--- config.mk ---
export PLATFORM = sky130hd
export DESIGN_NAME = pdm_cap_top
export DESIGN_NICKNAME = d
export VERILOG_FILES = /design/src/rtl/pdm_cap_pkg.sv /design/src/rtl/pdm_tick_div.sv /design/src/rtl/pdm_edge_gen.sv /design/src/rtl/pdm_pair_cap.sv /design/src/rtl/pdm_cap_top.sv
export SDC_FILE = /design/constraint.sdc
export NUM_CORES = 1
export LEC_CHECK = 0
export ABC_CLOCK_PERIOD_IN_PS = 2500
export BUFFER_PORTS_ARGS = -buffer_cell sky130_fd_sc_hd__buf_2
export CORE_MARGIN = 1
export CORE_UTILIZATION = 54
export CTS_CLUSTER_SIZE = 28
export DETAILED_ROUTE_END_ITERATION = 16
export MAX_ROUTING_LAYER = met4
export PLACE_DENSITY = 0.78
export RECOVER_POWER = 50
export SYNTH_ARGS = -nofsm -noshare
export SYNTH_HDL_FRONTEND = slang
export SYNTH_SLANG_ARGS = --single-unit
--- constraint.sdc ---
create_clock -name clk_i -period 2.5 [get_ports clk_i]
set_input_delay 0.5 -clock clk_i [delete_from_list [all_inputs] [get_ports clk_i]]
set_output_delay 0.5 -clock clk_i [all_outputs]
set_load 0.02 [all_outputs]
--- src/rtl/pdm_cap_pkg.sv ---
package pdm_cap_pkg;
  localparam int unsigned NUM_PAIR = 2;
  localparam int unsigned CH_PER_PAIR = 2;
  localparam int unsigned NUM_CH = NUM_PAIR * CH_PER_PAIR;
  localparam int unsigned DIV_W = 8;

  typedef struct packed {
    logic rise;
    logic fall;
  } edge_stb_t;
endpackage

--- src/rtl/pdm_tick_div.sv ---
module pdm_tick_div #(
  parameter int unsigned W = 8
) (
  input  logic         clk_i,
  input  logic         rst_ni,
  input  logic         run_i,
  input  logic         step_i,
  input  logic [W-1:0] lim_i,
  output logic         tick_o
);
  logic [W-1:0] cnt_q;
  logic         wrap;

  assign wrap   = cnt_q >= lim_i;
  assign tick_o = run_i & step_i & wrap;

  always_ff @(posedge clk_i or negedge rst_ni) begin
    if (!rst_ni)      cnt_q <= '0;
    else if (!run_i)  cnt_q <= '0;
    else if (step_i)  cnt_q <= wrap ? '0 : cnt_q + 1'b1;
  end
endmodule

--- src/rtl/pdm_edge_gen.sv ---
module pdm_edge_gen
  import pdm_cap_pkg::*;
(
  input  logic      clk_i,
  input  logic      rst_ni,
  input  logic      run_i,
  input  logic      tick_i,
  output logic      bclk_o,
  output edge_stb_t stb_o
);
  logic      bclk_q;
  edge_stb_t stb_q;

  always_ff @(posedge clk_i or negedge rst_ni) begin
    if (!rst_ni) begin
      bclk_q <= 1'b0;
      stb_q  <= '0;
    end else if (!run_i) begin
      bclk_q <= 1'b0;
      stb_q  <= '0;
    end else begin
      stb_q.rise <= tick_i & ~bclk_q;
      stb_q.fall <= tick_i & bclk_q;
      if (tick_i) bclk_q <= ~bclk_q;
    end
  end

  assign bclk_o = bclk_q;
  assign stb_o  = stb_q;
endmodule

--- src/rtl/pdm_pair_cap.sv ---
module pdm_pair_cap
  import pdm_cap_pkg::*;
(
  input  logic                   clk_i,
  input  logic                   rst_ni,
  input  logic                   dat_i,
  input  logic                   swap_i,
  input  logic [CH_PER_PAIR-1:0] en_i,
  input  edge_stb_t              stb_i,
  output logic [CH_PER_PAIR-1:0] bit_o,
  output logic [CH_PER_PAIR-1:0] vld_o
);
  logic [CH_PER_PAIR-1:0] take;
  logic [CH_PER_PAIR-1:0] bit_q, vld_q;

  // even slot owns the falling edge unless swapped
  assign take[0] = swap_i ? stb_i.rise : stb_i.fall;
  assign take[1] = swap_i ? stb_i.fall : stb_i.rise;

  for (genvar c = 0; c < CH_PER_PAIR; c++) begin : g_ch
    always_ff @(posedge clk_i or negedge rst_ni) begin
      if (!rst_ni) begin
        bit_q[c] <= 1'b0;
        vld_q[c] <= 1'b0;
      end else if (!en_i[c]) begin
        bit_q[c] <= 1'b0;
        vld_q[c] <= 1'b0;
      end else begin
        vld_q[c] <= take[c];
        if (take[c]) bit_q[c] <= dat_i;
      end
    end
  end

  assign bit_o = bit_q;
  assign vld_o = vld_q;
endmodule

--- src/rtl/pdm_cap_top.sv ---
module pdm_cap_top
  import pdm_cap_pkg::*;
(
  input  logic              clk_i,
  input  logic              rst_ni,
  input  logic [DIV_W-1:0]  main_div_i,
  input  logic [DIV_W-1:0]  bus_div_i,
  input  logic [NUM_CH-1:0] ch_en_i,
  input  logic [NUM_PAIR-1:0] edge_swap_i,
  input  logic [NUM_PAIR-1:0] pdm_dat_i,
  output logic              pdm_clk_o,
  output logic [NUM_CH-1:0] ch_bit_o,
  output logic [NUM_CH-1:0] ch_vld_o
);
  logic      run;
  logic      main_tick;
  logic      edge_tick;
  edge_stb_t stb;

  assign run = |ch_en_i;

  pdm_tick_div #(.W(DIV_W)) u_main_div (
    .clk_i (clk_i),
    .rst_ni(rst_ni),
    .run_i (run),
    .step_i(1'b1),
    .lim_i (main_div_i),
    .tick_o(main_tick)
  );

  pdm_tick_div #(.W(DIV_W)) u_bus_div (
    .clk_i (clk_i),
    .rst_ni(rst_ni),
    .run_i (run),
    .step_i(main_tick),
    .lim_i (bus_div_i),
    .tick_o(edge_tick)
  );

  pdm_edge_gen u_edge (
    .clk_i (clk_i),
    .rst_ni(rst_ni),
    .run_i (run),
    .tick_i(edge_tick),
    .bclk_o(pdm_clk_o),
    .stb_o (stb)
  );

  for (genvar p = 0; p < NUM_PAIR; p++) begin : g_pair
    pdm_pair_cap u_pair (
      .clk_i (clk_i),
      .rst_ni(rst_ni),
      .dat_i (pdm_dat_i[p]),
      .swap_i(edge_swap_i[p]),
      .en_i  (ch_en_i[p*CH_PER_PAIR +: CH_PER_PAIR]),
      .stb_i (stb),
      .bit_o (ch_bit_o[p*CH_PER_PAIR +: CH_PER_PAIR]),
      .vld_o (ch_vld_o[p*CH_PER_PAIR +: CH_PER_PAIR])
    );
  end
endmodule

After elaboration in Yosys (flattened, before gate mapping)
Cells that the tools add are included.
{"block": "word_totals", "register_bits": 27, "out_inout_bits": 9, "elab_cells": 54}
{"block": "op_classes", "addsub": 2, "n_lt_le_gt_ge": 2, "eq_ne": 6, "n_mux": 24, "n_bitwise": 6, "reduce_logical": 1}
{"op": "$mux W8", "count": 5}
{"op": "$mux W1", "count": 18}
{"op": "$add A8 B1 Y8 const B", "count": 2}
{"op": "$ge A8 B8 Y1", "count": 2}
{"op": "$ne A2 B1 Y1 const B", "count": 5}
{"op": "$and A1 B1 Y1", "count": 5}
{"op": "$reduce_or A4 Y1", "count": 1}
{"op": "$mux W2", "count": 1}
{"op": "$ne A2 B2 Y1 const B", "count": 1}
{"op": "$not A1 Y1", "count": 1}

Depth between registers and ports, before layout
Gate-level depths: netlist (run 1).
{"block": "depth", "ltp_word": 6, "depth_mapped": 9, "mapped_depth_nobuf": 7}

Hierarchy
A second synthesis (run 1) with hierarchy kept.
{"block": "unflattened", "cells_unflattened": 204, "area_unflattened_um2": 1825.5}
{"module": "pdm_tick_div", "instances": 2, "cells_each": 83, "area_each_um2": 686.9}
{"module": "pdm_pair_cap", "instances": 2, "cells_each": 14, "area_each_um2": 167.7}
{"module": "pdm_edge_gen", "instances": 1, "cells_each": 8, "area_each_um2": 105.1}
{"module": "pdm_cap_top", "instances": 1, "cells_each": 2, "area_each_um2": 11.3}

Worst setup path after synthesis (run 1)
OpenSTA, ideal clock, no wires.
{"block": "synth_path", "path_type": "input -> register", "start": "input bus_div_i[1]", "end": "register u_bus_div.cnt_q[2]", "setup_time_ns": 0.082, "arrival_time_ns": 1.890, "required_ns": 2.418, "slack_ns": 0.529, "path_stages": 9, "path_buffers": 2, "path_cell_list": "inv_1 ha_1 or4_1 a21oi_1 o31a_2 buf_6 buf_12 nand3b_1 a31oi_1"}
{"block": "synth_between", "elab_chain_cells": 4}
{"item": "from (decl)", "line_no": "pdm_cap_top.sv:7", "source": "input logic [DIV_W-1:0] bus_div_i,"}
{"item": "$ge A8 B8 Y1", "line_no": "pdm_tick_div.sv:14", "source": "assign wrap = cnt_q >= lim_i;"}
{"item": "$mux W8 (2 in a row)", "line_no": "pdm_tick_div.sv:20", "source": "else if (step_i) cnt_q <= wrap ? '0 : cnt_q + 1'b1;"}
{"item": "$mux W8", "line_no": "pdm_tick_div.sv:19", "source": "else if (!run_i) cnt_q <= '0;"}
{"item": "to (signal assigned)", "line_no": "pdm_tick_div.sv:20"}
{"item": "to (decl)", "line_no": "pdm_tick_div.sv:11", "source": "logic [W-1:0] cnt_q;"}
No other way between the ends. The select of a mux whose other input is x is not followed.
A chain may end at the register's enable or synchronous reset.

Worst setup path in the final report (run 1)
{"block": "layout_path", "start": "register u_bus_div.cnt_q[3]", "end": "register u_bus_div.cnt_q[7]"}
{"block": "layout_between", "elab_chain_cells": 4}
{"item": "$add A8 B1 Y8 / $ge A8 B8 Y1 (equally long branches)", "line_no": "pdm_tick_div.sv:20, pdm_tick_div.sv:14"}
{"item": "$mux W8 (*) (2 in a row)", "line_no": "pdm_tick_div.sv:20"}
{"item": "$mux W8 (*)", "line_no": "pdm_tick_div.sv:19"}
Every way passes the cells marked *; elsewhere a longest branch is shown, timed or not. The select of a mux whose other input is x is not followed.

==> results of run 1 <==
## through the flow
stage / total power [mW] / util / area (sq um)
floorplan: 1.13 / - / 1650
global placement: 1.18 / 0.650 / 1840
detailed placement: 1.24 / 0.650 / 1840
CTS: 1.42 / 0.660 / 1870
global route: 1.56 / 0.659 / 1870
finish: 1.42 / 0.659 / 1870
## cell type report
class,instances,area share
Multi-Input combinational cell,122,0.471
Sequential cell,27,0.362
Timing Repair Buffer,36,0.0986
Inverter,16,0.0322
Tap cell,31,0.0208
Clock buffer,3,0.0121
Clock inverter,1,0.00268
## cells in the mapped netlist (all sizes together), types with 5 or more instances
| library cell | count |
|---|---|
| dfrtp | 27 |
| ha | 18 |
| inv | 16 |
| nand3 | 16 |
| nor2 | 11 |
| nand2 | 10 |
| nor2b | 9 |
| mux2i | 8 |
| a21oi | 5 |
| a31oi | 5 |
| and3 | 5 |
| xor2 | 5 |
## worst max path at each step
stage | startpoint | end | slack, ps | depth (start not counted)
2_1_floorplan | bus_div_i[1] | u_bus_div.cnt_q[2]$_DFFE_PN0P_ | 530 | 9
3_3_place_gp | bus_div_i[1] | u_bus_div.cnt_q[2]$_DFFE_PN0P_ | 330 | 8
3_5_place_dp | bus_div_i[2] | u_bus_div.cnt_q[7]$_DFFE_PN0P_ | 210 | 8
4_1_cts | u_bus_div.cnt_q[2]$_DFFE_PN0P_ | u_bus_div.cnt_q[7]$_DFFE_PN0P_ | 360 | 6
5_1_grt | u_bus_div.cnt_q[3]$_DFFE_PN0P_ | u_bus_div.cnt_q[7]$_DFFE_PN0P_ | 150 | 6
6_report | u_bus_div.cnt_q[3]$_DFFE_PN0P_ | u_bus_div.cnt_q[7]$_DFFE_PN0P_ | 360 | 6
## where the power goes
part           switching (mW)  internal (mW)  total, mW
combinational           0.309          0.252      0.562
clock                   0.127         0.0600      0.187
sequential              0.131          0.536      0.667
## per-layer routing
metal,track usage,vias up,share of wire
met4,0.0557,0,0.015
met5,-,-,0
li1,-,675,-
met2,0.403,36,0.51
met1,0.286,642,0.44
met3,0.0476,6,0.038
## critical path, stage by stage, from the launching register on
cell	delay, ps
dfrtp_1	460
ha_1	240
or4_1	470
a21oi_1	160
o31a_2	370
o211ai_1	170
a31oi_1	200
## flip-flops by register name (all words and copies together) (netlist names)
register	count
g_pair.u_pair.bit_o	4
u_edge.bclk_o	1
u_bus_div.cnt_q	8
u_main_div.cnt_q	8
u_edge.stb_o	2
g_pair.u_pair.vld_o	4
## cells by family after synthesis
logic type	after synthesis	share of synthesized area
simple gates	69	0.230
flops	27	0.409
compound gates	21	0.0864
buf+inv	19	0.0583
fa+ha+maj	18	0.136
mux	8	0.0485
xor+xnor	6	0.0318
==> impl_metrics.env, run 1 <==
export IMPL_p_leak_nw=1.03
export IMPL_initial_core_util=0.584
export IMPL_vdd_ir_drop_max_v=0.000476
export IMPL_die_height_um=57.3
export IMPL_worst_r2r_endpoint="u_bus_div.cnt_q[7]$_DFFE_PN0P_"
export IMPL_synth_avg_cell_area_sq_um=9.83
export IMPL_syn_to_final_growth_pct=13.0
export IMPL_routed_wl_mm=3.33
export IMPL_antennaDiodeCount=0
export IMPL_drtPass1Iterations=12
export IMPL_period_minus_slack_ps=2140
export IMPL_post_cts_repair_setup_buffers=0
export IMPL_failed_checks="DRC"
export IMPL_clkSlewWorstSetupHoldPaths_ps=140
export IMPL_grt_overflow_total=0
export IMPL_detail_route_drc_violations=2
export IMPL_drt_vias_per_instance=5.76
export IMPL_cts_resized=0
export IMPL_synth_cell_area_sq_mm=0.00165
export IMPL_avgRoutedWirePerCell_um=14.1
export IMPL_min_to="g_pair[1].u_pair.vld_o[0]$_DFF_PN0_"
export IMPL_multiInputGateArea_sq_um=880
export IMPL_yosysWarnings=0
export IMPL_ys_seq_area_frac=0.409
export IMPL_fmax_mhz=468
export IMPL_htree_levels=1
export IMPL_power_density_mw_per_mm2=759
export IMPL_port_buffers=34
export IMPL_fill_cells=240
export IMPL_clk_path_buf_depth=2
export IMPL_worst_slew_margin_rel=0.0627
export IMPL_fraction_of_final_layout_cells_with_drive_strength_greater_than_1=0.205
export IMPL_grt_antenna_before_repair=0
export IMPL_flip_flop_and_latch_count_after_synthesis=27
export IMPL_clk_latency_ps=320
export IMPL_numPlacedInstances=232
export IMPL_minimum_setup_slack_among_reg_to_reg_paths_ps=360
export IMPL_cts_root_buffer_cell="clkbuf_4"
export IMPL_timing_critical_path_required_ps=2750
export IMPL_synthesis_instances=168
export IMPL_cts_sinks=27
export IMPL_worstPathArrival_ps=2390
export IMPL_setup_violations=0
export IMPL_setup_repair_after_global_routing_missed_its_margin="false"
export IMPL_tritoncts="yes"
export IMPL_synthDominantAreaCellType="dfrtp_1"
export IMPL_holdPathStages=2
export IMPL_final_setup_skew_ps=2.59
export IMPL_maxCapViolCount=0
export IMPL_hold_path_class="input pin to register"
export IMPL_final_common_cell="buf_2"
export IMPL_estimated_wirelength_of_the_detail_placed_design_mm=2.62
export IMPL_sequential_cell_area_in_the_final_layout_sq_um=676
export IMPL_worst_setup_path_type="register to register"
export IMPL_drt_iter0_markers=34
export IMPL_layout_nets=250
export IMPL_worst_hold_startpoint="ch_en_i[2]"
export IMPL_cts_hold_buf=0
export IMPL_post_route_worst_setup_slack_ps=362
export IMPL_place_worst_setup_slack_ps=208
export IMPL_core_rowCount=19
export IMPL_ant_nets=0
export IMPL_most_common_layout_cells="buf_2, dfrtp_1, ha_1"
export IMPL_synth_top_area_share=0.409
export IMPL_ys_flop_type="dfrtp_1"
export IMPL_count_of_vias_placed_by_the_detailed_router=1359
export IMPL_grt_pass1_wl_mm=5.68
export IMPL_timing_hold_ws_ps=444
export IMPL_grt_start_max_net_pins=28
export IMPL_synth_async_sr_flop_share=1.00
export IMPL_synth_enable_flop_cells=0
export IMPL_critical_path_peak_fanout=17
export IMPL_grtUsageTotal=0.235
export IMPL_synthesis_nets=212
export IMPL_die_x_um=57.3
export IMPL_worstReg2RegStart="u_bus_div.cnt_q[3]$_DFFE_PN0P_"
export IMPL_crit_path_end_kind="register"
export IMPL_design_core_area_sq_mm=0.00283
export IMPL_drv_slew=0
export IMPL_post_layout_nonfiller_instances=236
export IMPL_synth_distinct_cells=34
export IMPL_fin_crit_sh=0.855
export IMPL_vias_in_the_first_global_route=1335
export IMPL_gp_congestion=0.831
export IMPL_timing_setup_tns_ps=0
export IMPL_fp_dieArea_sq_mm=0.00328
export IMPL_cts_buffers=3
export IMPL_hold_viol=0
export IMPL_worstMarginPinSlew_ps=1410
export IMPL_synth_area_leaders="dfrtp_1, ha_1, mux2i_1"
export IMPL_run_status="finished, violations left"
export IMPL_io_pin_count=35
export IMPL_r2r_cell_count=6
export IMPL_setup_worst_path_start_class="register"
Note: power is estimated with default switching activity, not from simulation.
==> run 2: changes to the inputs <==
Settings changed: ABC_AREA set to 1, CORE_MARGIN 1 to 4.
==> run 2 against run 1 <==
Sequential power fell by 14%; area after synthesis rose by 3.1%; utilization fell by 1.7 points; power fell by 18%; the flow now finishes without violations; sequential share of layout area fell by 1.5 points; clock skew rose by 5.1 ps; hold slack got worse by 79 ps; clock power rose by 4%; critical endpoint is now u_main_div.cnt_q[3]$_DFF_PN0_; largest cell class unchanged.
==> impl_metrics.env, run 2 <==
export IMPL_ys_seq_area_frac=0.397
export IMPL_io_pin_count=35
export IMPL_holdPathStages=3
export IMPL_maxCapViolCount=0
export IMPL_vdd_ir_drop_max_v=0.000259
export IMPL_synth_most_common_cell="nand2_1"
export IMPL_synthesis_nets=256
export IMPL_final_setup_skew_ps=7.72
export IMPL_cts_resized=0
export IMPL_run_status="completed"
export IMPL_fmax_mhz=588
export IMPL_cts_hold_buf=0
export IMPL_cts_sinks=27
export IMPL_fp_dieArea_sq_mm=0.00412
export IMPL_drt_iter0_markers=44
export IMPL_most_common_layout_cells="nand2_1, inv_1, buf_2"
export IMPL_drt_vias_per_instance=4.73
export IMPL_worstPathArrival_ps=1970
export IMPL_routed_wl_mm=3.06
export IMPL_grt_start_max_net_pins=28
export IMPL_detail_route_drc_violations=0
export IMPL_synth_async_sr_flop_share=1.00
export IMPL_crit_path_end_kind="register"
export IMPL_synth_cell_area_sq_mm=0.00170
export IMPL_syn_to_final_growth_pct=14.3
export IMPL_worst_hold_startpoint="pdm_dat_i[1]"
export IMPL_timing_hold_ws_ps=365
export IMPL_yosys_top_cells_count="nand2_1, inv_1, dfrtp_1, nand3_1, ha_1"
export IMPL_synthesis_instances=212
export IMPL_grt_overflow_total=0
export IMPL_die_height_um=64.2
export IMPL_synth_enable_flop_cells=0
export IMPL_ys_flop_type="dfrtp_1"
export IMPL_synthDominantAreaCellType="dfrtp_1"
export IMPL_ant_nets=0
export IMPL_initial_core_util=0.562
export IMPL_clk_latency_ps=330
export IMPL_design_power_total_mw=1.16
export IMPL_tritoncts="yes"
export IMPL_minimum_setup_slack_among_reg_to_reg_paths_ps=800
export IMPL_drv_slew=0
export IMPL_setup_repair_after_global_routing_missed_its_margin="false"
export IMPL_timing_critical_path_required_ps=2770
export IMPL_power_density_mw_per_mm2=595
export IMPL_count_of_vias_placed_by_the_detailed_router=1387
export IMPL_critPathTopFamily="simple AND/OR/NAND/NOR gates"
export IMPL_synth_distinct_cells=22
export IMPL_cp_slowest_stage_delay_ps=460
export IMPL_cell_by_cell_trace_of_the_critical_path="ha_1 -> a21oi_1 -> nor2_1 -> nor2_4 -> nand4_4 -> inv_2 -> nand2_1 -> nor2_1"
export IMPL_design_core_area_sq_mm=0.00303
export IMPL_worst_r2r_endpoint="u_main_div.cnt_q[3]$_DFF_PN0_"
export IMPL_antennaDiodeCount=0
export IMPL_crit_path_launch="u_main_div.cnt_q[5]$_DFF_PN0_"
export IMPL_period_minus_slack_ps=1700
export IMPL_grt_antenna_before_repair=0
export IMPL_worstMarginPinSlew_ps=1430
export IMPL_yosysWarnings=0
export IMPL_port_buffers=34
export IMPL_worst_slew_margin_rel=0.0466
export IMPL_timing_setup_tns_ps=0
export IMPL_clk_path_buf_depth=2
export IMPL_fin_util=0.643
export IMPL_largest_registers="u_bus_div.cnt_q: 8 flops, u_main_div.cnt_q: 8 flops"
export IMPL_min_to="g_pair[1].u_pair.bit_o[0]$_DFFE_PN0P_"
export IMPL_post_cts_repair_setup_buffers=0
export IMPL_path_buf_inv=1
export IMPL_estimated_wirelength_of_the_detail_placed_design_mm=2.42
export IMPL_cts_buffers=3
export IMPL_hold_path_class="input pin to register"
export IMPL_hold_viol=0
export IMPL_critical_path_peak_fanout=11
export IMPL_avgRoutedWirePerCell_um=10.4
export IMPL_crit_path_frequent_cell="nor2_1"
export IMPL_grtUsageTotal=0.170
export IMPL_r2r_cell_count=8
export IMPL_gp_congestion=0.817
export IMPL_setup_worst_path_start_class="register"
export IMPL_die_x_um=64.2
export IMPL_place_worst_setup_slack_ps=614
export IMPL_drtPass1Iterations=4
export IMPL_vias_in_the_first_global_route=1323
export IMPL_fraction_of_final_layout_cells_with_drive_strength_greater_than_1=0.201
export IMPL_worstReg2RegStart="u_main_div.cnt_q[5]$_DFF_PN0_"
export IMPL_clkSlewWorstSetupHoldPaths_ps=150
export IMPL_flip_flop_and_latch_count_after_synthesis=27
export IMPL_final_common_cell="nand2_1"
export IMPL_grt_pass1_wl_mm=5.40
export IMPL_synth_area_leaders="dfrtp_1, ha_1, nand2_1"
export IMPL_synth_top_area_share=0.397
export IMPL_synth_avg_cell_area_sq_um=8.03
export IMPL_worst_setup_path_type="register to register"
export IMPL_core_rowCount=20
export IMPL_fin_crit_sh=0.680
export IMPL_p_leak_nw=1.18
export IMPL_setup_violations=0
export IMPL_cts_root_buffer_cell="clkbuf_4"
export IMPL_layout_nets=294
export IMPL_post_route_worst_setup_slack_ps=801
export IMPL_htree_levels=1
export IMPL_slowest_stage="dfrtp_1"
==> run 2: cell types whose count changed after synthesis, sizes merged, moves of 8 or more <==
cell   delta
mux2i     -8
nor2b     -9
nand2    +44
nor2     +10
inv      +26
==> run 2: worst register-to-register path: stages, from the launching register on <==
cell and delay (ps):
dfrtp_1 460, ha_1 310, a21oi_1 160, nor2_1 80
nor2_4 120, nand4_4 140, inv_2 210, nand2_1 70
nor2_1 100
==> run 2: metal layers <==
layer	track usage	part of all wire	wire, um
met5	-	0	0
met4	0.0633	0.018	56
met3	0.0158	0.037	112
met2	0.285	0.48	1480
met1	0.213	0.46	1410
==> run 2: where the power goes <==
part,switching (mW),total [mW],internal [mW]
registers,0.0736,0.576,0.502
clock network,0.133,0.194,0.0613
logic,0.225,0.388,0.163
total,0.432,1.16,0.726
==> run 2: cell type report <==
| type | instances | area [sq um] |
|---|---|---|
| inverters | 42 | 160 |
| fillers | 281 | 1080 |
| clock inverters | 1 | 7.51 |
| flip-flops and latches | 27 | 676 |
| clock buffers | 3 | 22.5 |
| multi-input cells | 142 | 856 |
| repair buffers | 34 | 169 |
| well taps | 44 | 55.1 |
==> run 2: kinds of logic (layout without fill, tap and decap cells) <==
logic type / after synthesis / in the layout / synth area share
adder cells (fa/ha/maj): 18 / 18 / 0.132
AO/OA/AOI/OAI: 11 / 11 / 0.0353
buffers and inverters: 43 / 80 / 0.101
AND/OR/NAND/NOR: 104 / 104 / 0.289
flip-flops: 27 / 27 / 0.397
XOR/XNOR: 9 / 9 / 0.0463
==> run 2: how the worst max path moves through the flow <==
stage,end,slack (ps),cells past startpoint
finish,u_main_div.cnt_q[3]$_DFF_PN0_,800,8
floorplan,u_main_div.cnt_q[5]$_DFF_PN0_,860,9
global placement,u_main_div.cnt_q[3]$_DFF_PN0_,660,10
global route,u_bus_div.cnt_q[7]$_DFFE_PN0P_,620,11
detailed placement,u_main_div.cnt_q[3]$_DFF_PN0_,610,10
CTS,u_main_div.cnt_q[3]$_DFF_PN0_,790,8
==> run 2: per-stage QoR <==
step                      cells  cell area [sq um]
after CTS                   293               1950
final                       293               1950
after global routing        293               1950
after floorplan             212               1700
after detailed placement    289               1920
after global placement      289               1920
==> run 3: changes to the inputs <==
Settings changed: ABC_CLOCK_PERIOD_IN_PS 2500 to 1610.
Clock period 2.5 ns to 1.61 ns, I/O delays scaled along.
==> run 3 against run 2 <==
Register-to-register slack worse by 810 ps; cell count up 6.1%; non-clock buffer count grew 17; sequential share of layout area is 3.4 points lower; worst setup slack lost 810 ps; fmax up 5.2%; hold slack worse by 160 ps; global-route usage is 0.31 points lower; clock-buffer cell count is the same; critical path type unchanged; the run now ends with setup timing left; via count grew 4.5%; die area did not move.
==> impl_metrics.env, run 3 (synthesized netlist as in run 2, its figures left out) <==
export IMPL_clkSlewWorstSetupHoldPaths_ps=140
export IMPL_drt_vias_per_instance=4.66
export IMPL_core_rowCount=20
export IMPL_gp_congestion=0.784
export IMPL_fp_dieArea_sq_mm=0.00412
export IMPL_htree_levels=1
export IMPL_cts_buffers=3
export IMPL_hold_viol=0
export IMPL_setup_worst_path_start_class="register"
export IMPL_io_pin_count=35
export IMPL_grt_pass1_wl_mm=5.42
export IMPL_post_route_worst_setup_slack_ps=-4.99
export IMPL_cts_root_buffer_cell="clkbuf_4"
export IMPL_vdd_ir_drop_max_v=0.000570
export IMPL_syn_to_final_growth_pct=26.7
export IMPL_worstMarginPinSlew_ps=641
export IMPL_crit_path_end_kind="register"
export IMPL_fin_crit_sh=1.00
export IMPL_cell_by_cell_trace_of_the_critical_path="ha_1 -> nand2_1 -> nor2_4 -> nand4_4 -> nand3_2 -> nand2_2 -> inv_4 -> nand3_2 -> nand2_1"
export IMPL_power_share_switching=0.366
export IMPL_critical_path_peak_fanout=9
export IMPL_path_buf_inv=1
export IMPL_clk_latency_ps=320
export IMPL_drv_slew=0
export IMPL_vias_in_the_first_global_route=1386
export IMPL_power_internal_mw=1.33
export IMPL_hold_path_class="input pin to register"
export IMPL_antennaDiodeCount=0
export IMPL_final_common_cell="nand2_1"
export IMPL_cp_slowest_stage_delay_ps=420
export IMPL_dpl_instance_area_sq_mm=0.00201
export IMPL_timing_setup_tns_ps=-6.51
export IMPL_numPlacedInstances=302
export IMPL_worstPathArrival_ps=1880
export IMPL_timing_hold_ws_ps=208
export IMPL_routed_wl_mm=3.32
export IMPL_place_worst_setup_slack_ps=-63.0
export IMPL_detail_route_drc_violations=0
export IMPL_layout_nets=312
export IMPL_net_switching_power_mw=0.767
export IMPL_fin_util=0.713
export IMPL_timing_critical_path_required_ps=1870
export IMPL_power_share_combinational=0.453
export IMPL_design_core_area_sq_mm=0.00303
export IMPL_drt_iter0_markers=52
export IMPL_setup_repair_after_global_routing_missed_its_margin="true"
export IMPL_estimated_wirelength_of_the_detail_placed_design_mm=2.52
export IMPL_final_design_area_no_fill_sq_mm=0.00216
export IMPL_clock_power_share=0.134
export IMPL_pwr_share_seq=0.413
export IMPL_drtPass1Iterations=4
export IMPL_slowest_stage="dfrtp_1"
export IMPL_power_density_mw_per_mm2=971
export IMPL_setup_violations=2
export IMPL_initial_core_util=0.562
export IMPL_worst_slew_margin_rel=0.573
export IMPL_worst_setup_path_type="register to register"
export IMPL_tritoncts="yes"
export IMPL_cts_sinks=27
export IMPL_port_buffers=34
export IMPL_run_status="finished, violations left"
export IMPL_ant_nets=0
export IMPL_post_layout_nonfiller_instances=311
export IMPL_grt_overflow_total=0
export IMPL_failed_checks="setup timing"
export IMPL_die_height_um=64.2
export IMPL_die_x_um=64.2
export IMPL_design_power_total_mw=2.10
export IMPL_clk_path_buf_depth=2
export IMPL_p_leak_nw=1.29
export IMPL_maxCapViolCount=0
export IMPL_avgRoutedWirePerCell_um=10.7
export IMPL_final_setup_skew_ps=8.94
export IMPL_grt_start_max_net_pins=28
export IMPL_grtUsageTotal=0.167
export IMPL_grt_antenna_before_repair=0
export IMPL_fmax_mhz=619
export IMPL_fraction_of_final_layout_cells_with_drive_strength_greater_than_1=0.292
export IMPL_most_common_layout_cells="nand2_1, inv_1, buf_2"
export IMPL_period_minus_slack_ps=1610
export IMPL_largest_registers="u_bus_div.cnt_q: 8 flops, u_main_div.cnt_q: 8 flops"
export IMPL_critPathTopFamily="simple AND/OR/NAND/NOR gates"
export IMPL_count_of_vias_placed_by_the_detailed_router=1450
==> run 3: power by group through the flow <==
stage	Sequential, mW	Combinational [mW]	Clock, mW
after floorplan	0.880	0.474	0
after global placement	0.862	0.743	0
after detailed placement	0.863	0.776	0
after CTS	0.851	0.787	0.295
after global routing	0.877	1.08	0.322
final	0.864	0.949	0.282
==> run 3: repair_timing <==
item,4_1_cts,5_1_grt
gates cloned,0,1
gates resized for setup,2,14
setup endpoints to repair,10,18
hold buffers,1,0
hold endpoints to repair,27,0
pin swaps,0,3
buffers inserted,0,3
==> run 3: final timing paths <==
path                            slack (ps)                     startpoint  depth (start not counted)                                    end
worst max-delay path                    -5  u_main_div.cnt_q[7]$_DFF_PN0_                          9              u_edge.bclk_o$_DFFE_PN0P_
worst min-delay path                   210                   pdm_dat_i[0]                          3  g_pair[0].u_pair.bit_o[1]$_DFFE_PN0P_
worst max register to register          -5  u_main_div.cnt_q[7]$_DFF_PN0_                          9              u_edge.bclk_o$_DFFE_PN0P_
worst min register to register         490  u_main_div.cnt_q[0]$_DFF_PN0_                          1          u_main_div.cnt_q[0]$_DFF_PN0_
max in group asynchronous              660                         rst_ni                          2  g_pair[1].u_pair.bit_o[1]$_DFFE_PN0P_
min in group asynchronous              540                         rst_ni                          2         u_bus_div.cnt_q[1]$_DFFE_PN0P_
==> run 3: layer usage <==
metal,global-route usage,part of all wire
met2,0.288,0.52
met1,0.195,0.44
met3,0.0246,0.024
met5,-,0
met4,0.0660,0.017
==> run 3: layout make-up <==
type | count | area (sq um)
inverter | 42 | 165
clock buffer | 3 | 22.5
multi-input combinational | 142 | 926
fill | 239 | 870
sequential | 27 | 676
timing repair inverter | 1 | 5.00
clock inverter | 1 | 5.00
timing repair buffer | 51 | 304
tap | 44 | 55.1
==> run 3: worst register-to-register path: cells and delay by family, from the launching register on <==
family                   cells  cell delay, ps
AND/OR/NAND/NOR              7             710
flip-flops                   1             420
adder cells (fa/ha/maj)      1             310
buffers and inverters        1             120
